[config.mk]
export PLATFORM = sky130hd
export DESIGN_NAME = vcrx_receiver
export DESIGN_NICKNAME = d
export VERILOG_FILES = /design/src/rtl/vcrx_pkg.sv /design/src/rtl/vcrx_hdr_check.sv /design/src/rtl/vcrx_ftr_decode.sv /design/src/rtl/vcrx_seq_track.sv /design/src/rtl/vcrx_receiver.sv
export SDC_FILE = /design/constraint.sdc
export NUM_CORES = 2
export LEC_CHECK = 0
export BUFFER_PORTS_ARGS = -buffer_cell sky130_fd_sc_hd__buf_2
export CAP_MARGIN = 20
export CORE_AREA = 5 5 436 438
export DETAILED_ROUTE_END_ITERATION = 10
export DIE_AREA = 0 0 441 443
export MAX_ROUTING_LAYER = met4
export PLACE_DENSITY = 0.54
export SKIP_LAST_GASP = 1
export SLEW_MARGIN = 30
export SYNTH_ARGS = -nofsm -noshare
export SYNTH_HDL_FRONTEND = slang
export SYNTH_HIERARCHICAL = 1
export SYNTH_SLANG_ARGS = --single-unit
[constraint.sdc]
create_clock -name clk -period 3.35 [get_ports clk]
set_input_delay 0.335 -clock clk [delete_from_list [all_inputs] [get_ports clk]]
set_output_delay 0.335 -clock clk [all_outputs]
set_load 0.005 [all_outputs]
[src/rtl/vcrx_pkg.sv]
package vcrx_pkg;

    // Byte positions inside the header beat (fixed by the wire format)
    localparam int HB_VER    = 14;
    localparam int HB_TID    = 15;
    localparam int HB_PAUSE  = 16;
    localparam int HB_VC     = 18;
    localparam int HB_SIDE   = 19;
    localparam int HB_SUM    = 30;
    localparam int HDR_BITS  = (HB_SUM + 2) * 8;
    localparam int SUM_WORDS = HB_SUM / 2;

    // Byte positions inside the footer beat
    localparam int FB_CNT    = 0;
    localparam int FB_FLAG   = 1;
    localparam int FB_PAUSE  = 2;
    localparam int FB_LEN    = 4;
    localparam int FTR_BITS  = (FB_LEN + 2) * 8;

    localparam logic [7:0] HDR_VERSION = 8'h01;
    localparam int VC_W   = 4;
    localparam int MAP_W  = 16;

    typedef enum logic [1:0] {
        S_HDR  = 2'd0,
        S_BODY = 2'd1,
        S_SKIP = 2'd2
    } rx_state_e;

    typedef struct packed {
        logic             ok;
        logic [7:0]       tid;
        logic [MAP_W-1:0] pause;
        logic [VC_W-1:0]  vc;
        logic [7:0]       side;
    } hdr_info_t;

    typedef struct packed {
        logic [7:0]       neff;
        logic             eof;
        logic             eofe;
        logic [MAP_W-1:0] pause;
        logic [15:0]      plen;
    } ftr_info_t;

endpackage

[src/rtl/vcrx_hdr_check.sv]
module vcrx_hdr_check
    import vcrx_pkg::*;
(
    input  logic [HDR_BITS-1:0] hdr,
    output hdr_info_t           info
);

    logic [15:0] sum;

    always_comb begin
        sum = '0;
        for (int i = 0; i < SUM_WORDS; i++) begin
            sum = sum ^ hdr[16*i +: 16];
        end
    end

    always_comb begin
        info.tid   = hdr[HB_TID*8 +: 8];
        info.pause = hdr[HB_PAUSE*8 +: MAP_W];
        info.vc    = hdr[HB_VC*8 +: VC_W];
        info.side  = hdr[HB_SIDE*8 +: 8];
        info.ok    = (hdr[HB_VER*8 +: 8] == HDR_VERSION)
                  && (hdr[HB_VC*8 + VC_W +: (8 - VC_W)] == '0)
                  && (sum == hdr[HB_SUM*8 +: 16]);
    end

endmodule

[src/rtl/vcrx_ftr_decode.sv]
module vcrx_ftr_decode
    import vcrx_pkg::*;
#(
    parameter int KEEP_W = 64
) (
    input  logic [FTR_BITS-1:0] ftr,
    output ftr_info_t           info,
    output logic [KEEP_W-1:0]   keep
);

    logic [7:0] cnt;
    logic       rsv_unused;

    assign cnt        = ftr[FB_CNT*8 +: 8];
    assign rsv_unused = ^ftr[FB_FLAG*8 + 2 +: 6];

    always_comb begin
        info.neff  = ((cnt == 8'd0) || (cnt > 8'(KEEP_W))) ? 8'(KEEP_W) : cnt;
        info.eof   = ftr[FB_FLAG*8];
        info.eofe  = ftr[FB_FLAG*8 + 1];
        info.pause = ftr[FB_PAUSE*8 +: MAP_W];
        info.plen  = ftr[FB_LEN*8 +: 16];
    end

    for (genvar g = 0; g < KEEP_W; g++) begin : g_keep
        assign keep[g] = (8'(g) < info.neff);
    end

endmodule

[src/rtl/vcrx_seq_track.sv]
module vcrx_seq_track #(
    parameter int TID_W = 8,
    parameter int CNT_W = 16
) (
    input  logic             clk,
    input  logic             rst_n,
    input  logic             hdr_take,
    input  logic             hdr_drop,
    input  logic [TID_W-1:0] tid,
    output logic             seq_err,
    output logic [CNT_W-1:0] drop_count
);

    logic [TID_W-1:0] tid_next;

    always_ff @(posedge clk or negedge rst_n) begin
        if (!rst_n) begin
            tid_next   <= '0;
            seq_err    <= 1'b0;
            drop_count <= '0;
        end else begin
            if (hdr_take) begin
                tid_next <= tid + 1'b1;
                if (tid != tid_next) seq_err <= 1'b1;
            end
            if (hdr_drop) drop_count <= drop_count + 1'b1;
        end
    end

endmodule

[src/rtl/vcrx_receiver.sv]
module vcrx_receiver
    import vcrx_pkg::*;
#(
    parameter int DATA_W = 512,
    parameter int NUM_VC = 16,
    parameter int CNT_W  = 16,
    parameter int LEN_W  = 20
) (
    input  logic                clk,
    input  logic                rst_n,
    input  logic                s_tvalid,
    input  logic [DATA_W-1:0]   s_tdata,
    input  logic                s_tlast,
    input  logic                s_tuser,
    output logic                m_tvalid,
    output logic [DATA_W-1:0]   m_tdata,
    output logic [DATA_W/8-1:0] m_tkeep,
    output logic                m_tlast,
    output logic                m_terr,
    output logic [VC_W-1:0]     m_tdest,
    output logic [7:0]          m_tuser,
    output logic [NUM_VC-1:0]   pause_map,
    output logic [CNT_W-1:0]    drop_count,
    output logic                seq_err
);

    localparam int KEEP_W = DATA_W / 8;

    rx_state_e           state_q, state_d;
    hdr_info_t           hdr;
    ftr_info_t           ftr;
    logic [KEEP_W-1:0]   ftr_keep;
    logic                hdr_take, hdr_drop, body_beat, ftr_beat;
    logic                len_bad, end_err;
    logic [LEN_W-1:0]    byte_acc, len_rcv;
    logic                hold_valid;
    logic [DATA_W-1:0]   hold_data;
    logic [VC_W-1:0]     vc_q;
    logic [7:0]          side_q;
    logic [NUM_VC-1:0]   pause_q;

    vcrx_hdr_check u_hdr (
        .hdr  (s_tdata[HDR_BITS-1:0]),
        .info (hdr)
    );

    vcrx_ftr_decode #(.KEEP_W(KEEP_W)) u_ftr (
        .ftr  (s_tdata[FTR_BITS-1:0]),
        .info (ftr),
        .keep (ftr_keep)
    );

    vcrx_seq_track #(.TID_W(8), .CNT_W(CNT_W)) u_seq (
        .clk        (clk),
        .rst_n      (rst_n),
        .hdr_take   (hdr_take),
        .hdr_drop   (hdr_drop),
        .tid        (hdr.tid),
        .seq_err    (seq_err),
        .drop_count (drop_count)
    );

    // Beat classification
    assign hdr_take  = s_tvalid && (state_q == S_HDR) && hdr.ok && !s_tlast;
    assign hdr_drop  = s_tvalid && (state_q == S_HDR) && !(hdr.ok && !s_tlast);
    assign body_beat = s_tvalid && (state_q == S_BODY) && !s_tlast;
    assign ftr_beat  = s_tvalid && (state_q == S_BODY) && s_tlast;

    // Length and end-of-chunk error
    assign len_rcv = byte_acc - LEN_W'(KEEP_W) + LEN_W'(ftr.neff);
    assign len_bad = (len_rcv != LEN_W'(ftr.plen));
    assign end_err = ftr.eofe | s_tuser | len_bad;

    assign pause_map = pause_q;

    // State register
    always_ff @(posedge clk or negedge rst_n) begin
        if (!rst_n) state_q <= S_HDR;
        else        state_q <= state_d;
    end

    // Next state
    always_comb begin
        state_d = state_q;
        unique case (state_q)
            S_HDR: begin
                if (s_tvalid) begin
                    if (s_tlast)     state_d = S_HDR;
                    else if (hdr.ok) state_d = S_BODY;
                    else             state_d = S_SKIP;
                end
            end
            S_BODY: if (s_tvalid && s_tlast) state_d = S_HDR;
            S_SKIP: if (s_tvalid && s_tlast) state_d = S_HDR;
            default: state_d = S_HDR;
        endcase
    end

    // Outputs, holding register and per-packet context
    always_ff @(posedge clk or negedge rst_n) begin
        if (!rst_n) begin
            m_tvalid   <= 1'b0;
            m_tdata    <= '0;
            m_tkeep    <= '0;
            m_tlast    <= 1'b0;
            m_terr     <= 1'b0;
            m_tdest    <= '0;
            m_tuser    <= '0;
            hold_valid <= 1'b0;
            hold_data  <= '0;
            byte_acc   <= '0;
            vc_q       <= '0;
            side_q     <= '0;
            pause_q    <= '0;
        end else begin
            m_tvalid <= 1'b0;
            if (hdr_take) begin
                vc_q       <= hdr.vc;
                side_q     <= hdr.side;
                pause_q    <= hdr.pause[NUM_VC-1:0];
                byte_acc   <= '0;
                hold_valid <= 1'b0;
            end
            if (body_beat) begin
                hold_data  <= s_tdata;
                hold_valid <= 1'b1;
                byte_acc   <= byte_acc + LEN_W'(KEEP_W);
                if (hold_valid) begin
                    m_tvalid <= 1'b1;
                    m_tdata  <= hold_data;
                    m_tkeep  <= '1;
                    m_tlast  <= 1'b0;
                    m_terr   <= 1'b0;
                    m_tdest  <= vc_q;
                    m_tuser  <= side_q;
                end
            end
            if (ftr_beat) begin
                hold_valid <= 1'b0;
                if (!s_tuser) pause_q <= ftr.pause[NUM_VC-1:0];
                if (hold_valid) begin
                    m_tvalid <= 1'b1;
                    m_tdata  <= hold_data;
                    m_tkeep  <= ftr_keep;
                    m_tlast  <= ftr.eof | end_err;
                    m_terr   <= end_err;
                    m_tdest  <= vc_q;
                    m_tuser  <= side_q;
                end
            end
        end
    end

endmodule

==> run metrics <==
Primary FF master, synth dfrtp_1; clock skew 0.0410 ns; final hold vios 0; Starting Density 26.5%; CTS clk-pin slew, worst paths 0.06 ns; Clock Latency Late Sink 0.81 ns; Clock Tree Buf Depth 3; initial drt markers 3470; synthesis-to-finish area growth 38.0%; syn_area_per_cell 8.69 um2; hold crit path type input port to async pin; Slew Viols, Final 0; routability cong. 0.949; setup bufs post-CTS 0; P_int 25.1 mW; relative slew slack 31.8%; largest family of logic cells by synthesized area simple AND/OR/NAND/NOR gates; share of cells above drive strength 1 21.0%; H-tree levels 4; drt pass-1 iters 7; Least-Margin Pin Slew 1.02 ns; DRC viols 0; number of flops mapped to enable cells by yosys 0; TritonCTS clock tree built; run status finished with violations; most used cell, CP xnor2_1; Die Span Y 443 um; gr usage total 22.7%; RR Startpoint byte_acc[7]$_DFFE_PN0P_; WS Path Type input port to flop; ordered cell list for the critical path dlygate4sd3_1, buf_2, xor2_1, xnor2_1, xnor2_1, xnor2_1, nand4_1, nor4_4, nor2b_1, nor2_1, and3_4, nand3_4, nor4_4, xor2_1; io pins 1141; WP buf/inv 2; overall routed net length 221000 um; sequential share of power 43.0%; Crit path max-delay family simple AND/OR/NAND/NOR gates; # nets final 7825; FF+latch count, synth 1173; simple logic cell fraction of the synthesized area 27.2%; vias in the first global route 45182; dpl ws -0.760 ns; DR WL/cell 22.3 um; max incr delay on CP 0.58 ns; die footprint 0.195 mm2; total gr overflow 0; Seq/Total Area, Yosys 59.4%; Synth Area in Compound Gates 2.88%; Crit. End Element flop; asr flop ratio synth 100%; dpl cell area 0.0580 mm2; Tmin final 3.37 ns; Max Cap Viol 0; static leakage 38.7 nW; Adder-Cell Fraction of Synth Area 0.927%; Vias 44521; Core Util, Final 36.6%; die width 441 um; NetSw 8.07 mW; initial antenna violation count 44; Clk pwr share 47.9%; Root Buffer clkbuf_16; WHS 0.0729 ns; PortBufs 1140; core area 0.186 mm2; worst setup margin -0.0184 ns; fin crit share 101%; Max VDD drop 0.000420 V; cell area after layout 0.0681 mm2; Final ANT Viol Nets 0; Combinational Power Share 9.0%; commonest non-fill, non-tap cell in the layout nand2_1; synth warn 6; CTS Buf Count 139; CP max-delay cell dlygate4sd3_1; Detailed Place HPWL 162000 um; vias per cell 4.49; Sw Share 24.3%; num rows 159; largest net degree at the start of global routing 171; WP data arrival 4.07 ns; Mapped Area 0.0494 mm2; Cells after Synth 5686; failing checks negative setup slack; multiplexer share of the synthesized area 0.167%; commonest cells after routing, fill and taps aside nand2_1 (3227), dfrtp_1 (1173), buf_2 (1139); first-pass GRT wire length 318000 um; RSZ-0062 raised after global routing yes; crit path launch s_tdata[125]; Num Clock Sinks 1173; Critical Path Fanout Max 6; required time worst endpoint 4.05 ns; PwrDens 487 mW/mm2; final setup fails 1; Critical Path Source Type input port; library cells used by synthesis 70; achievable clock frequency 0.297 GHz; xor and xnor area share after synthesis 5.18%
[cell families (layout without fill, tap and decap cells)]
kind of cell | after synthesis | after routing
and+or+nand+nor | 3476 | 3476
AOI/OAI and AO/OA | 231 | 231
buffers and inverters | 467 | 2158
muxes | 8 | 8
other | 4 | 53
DFF | 1173 | 1173
xor gates and xnor gates | 291 | 291
adders and majority gates | 36 | 36
[per-layer routing]
metal | up-vias | wire length [um] | share of wire [%] | track usage [%]
met2 | 1560 | 102000 | 46 | 35.1
li1 | 20612 | - | - | -
met4 | 0 | 13900 | 6.3 | 11.9
met3 | 483 | 14700 | 6.7 | 5.05
met5 | - | 0 | 0 | -
met1 | 21866 | 90400 | 41 | 27.9
[synthesized netlist by cell type, drive strengths merged, types with 2 or more instances]
cell,number,area (um2)
nand2,3227,12100
dfrtp,1173,29400
clkbuf,259,972
xnor2,245,2150
nor2,124,465
inv,107,402
buf,100,693
a31oi,84,526
o21ai,69,349
xor2,46,403
ha,35,438
a21oi,34,174
nand3,31,173
nand4,21,131
nor3,15,80.1
nor4,15,155
nand2b,8,50.1
o21a,8,60.1
a21o,7,52.6
and2,7,43.8
mux2i,6,60.1
nor2b,6,37.5
o31ai,6,50.1
a211oi,5,55.1
and3,4,30.0
conb,4,15.0
nand3b,4,30.0
o2111ai,3,26.3
o211ai,3,22.5
or2,3,21.3
a221oi,2,17.5
a22o,2,17.5
a41oi,2,17.5
and4,2,21.3
mux2,2,22.5
or3,2,17.5
or3b,2,17.5
or4,2,15.0
[path summary, 6_finish.rpt]
path	endpoint	slack, ns	depth (start not counted)
worst max-delay path	u_seq/drop_count[15]$_DFFE_PN0P_	-0.02	14
worst min-delay path	hold_data[363]$_DFFE_PN0P_	0.07	2
worst max register to register	m_tlast$_DFF_PN0_	0.40	14
worst min register to register	m_tdata[130]$_DFFE_PN0P_	0.44	2
max in group asynchronous	hold_data[30]$_DFFE_PN0P_	2.03	4
min in group clk	hold_data[1]$_DFFE_PN0P_	0.08	4
[layout make-up]
class / instances / area, um2
Sequential cell: 1173 / 29400
Tap cell: 2495 / 3120
Clock inverter: 47 / 607
Fill cell: 19268 / 118000
Timing Repair Buffer: 1799 / 12300
Clock buffer: 204 / 4160
Multi-Input combinational cell: 4051 / 18100
Antenna cell: 44 / 110
Inverter: 108 / 413
[through the flow]
step / std cells / total power [mW] / TNS, ns
after floorplan: 5691 / 15.5 / 0
after global placement: 9112 / 16.9 / -42.36
after detailed placement: 9112 / 16.9 / -42.19
after CTS: 9875 / 33.5 / 0
after global routing: 9913 / 34.3 / -0.00222
final: 9921 / 33.2 / -0.0184
[power groups by stage]
stage | registers, mW | clock network (mW) | logic (mW)
2_1_floorplan | 14.5 | 0 | 0.978
5_1_grt | 14.3 | 16.9 | 3.19
4_1_cts | 14.3 | 16.3 | 2.95
3_3_place_gp | 14.5 | 0 | 2.40
3_5_place_dp | 14.5 | 0 | 2.41
6_report | 14.3 | 15.9 | 2.99
[registers in the layout, summed over array words and instances (netlist names), 2 cells and up]
signal,cells
m_tkeep,64
byte_acc,14
u_seq/drop_count,16
u_seq/tid_next,8
state_q,2
m_tdest,4
pause_map,16
vc_q,4
hold_data,512
m_tuser,8
side_q,8
m_tdata,512
[repair_timing]
item / in CTS / in global routing
setup endpoints to repair: 0 / 63
gates resized for setup: 0 / 8
endpoints found under the hold margin: 667 / 0
hold buffers: 512 / 0
Note: power is estimated with default switching activity, not from simulation.
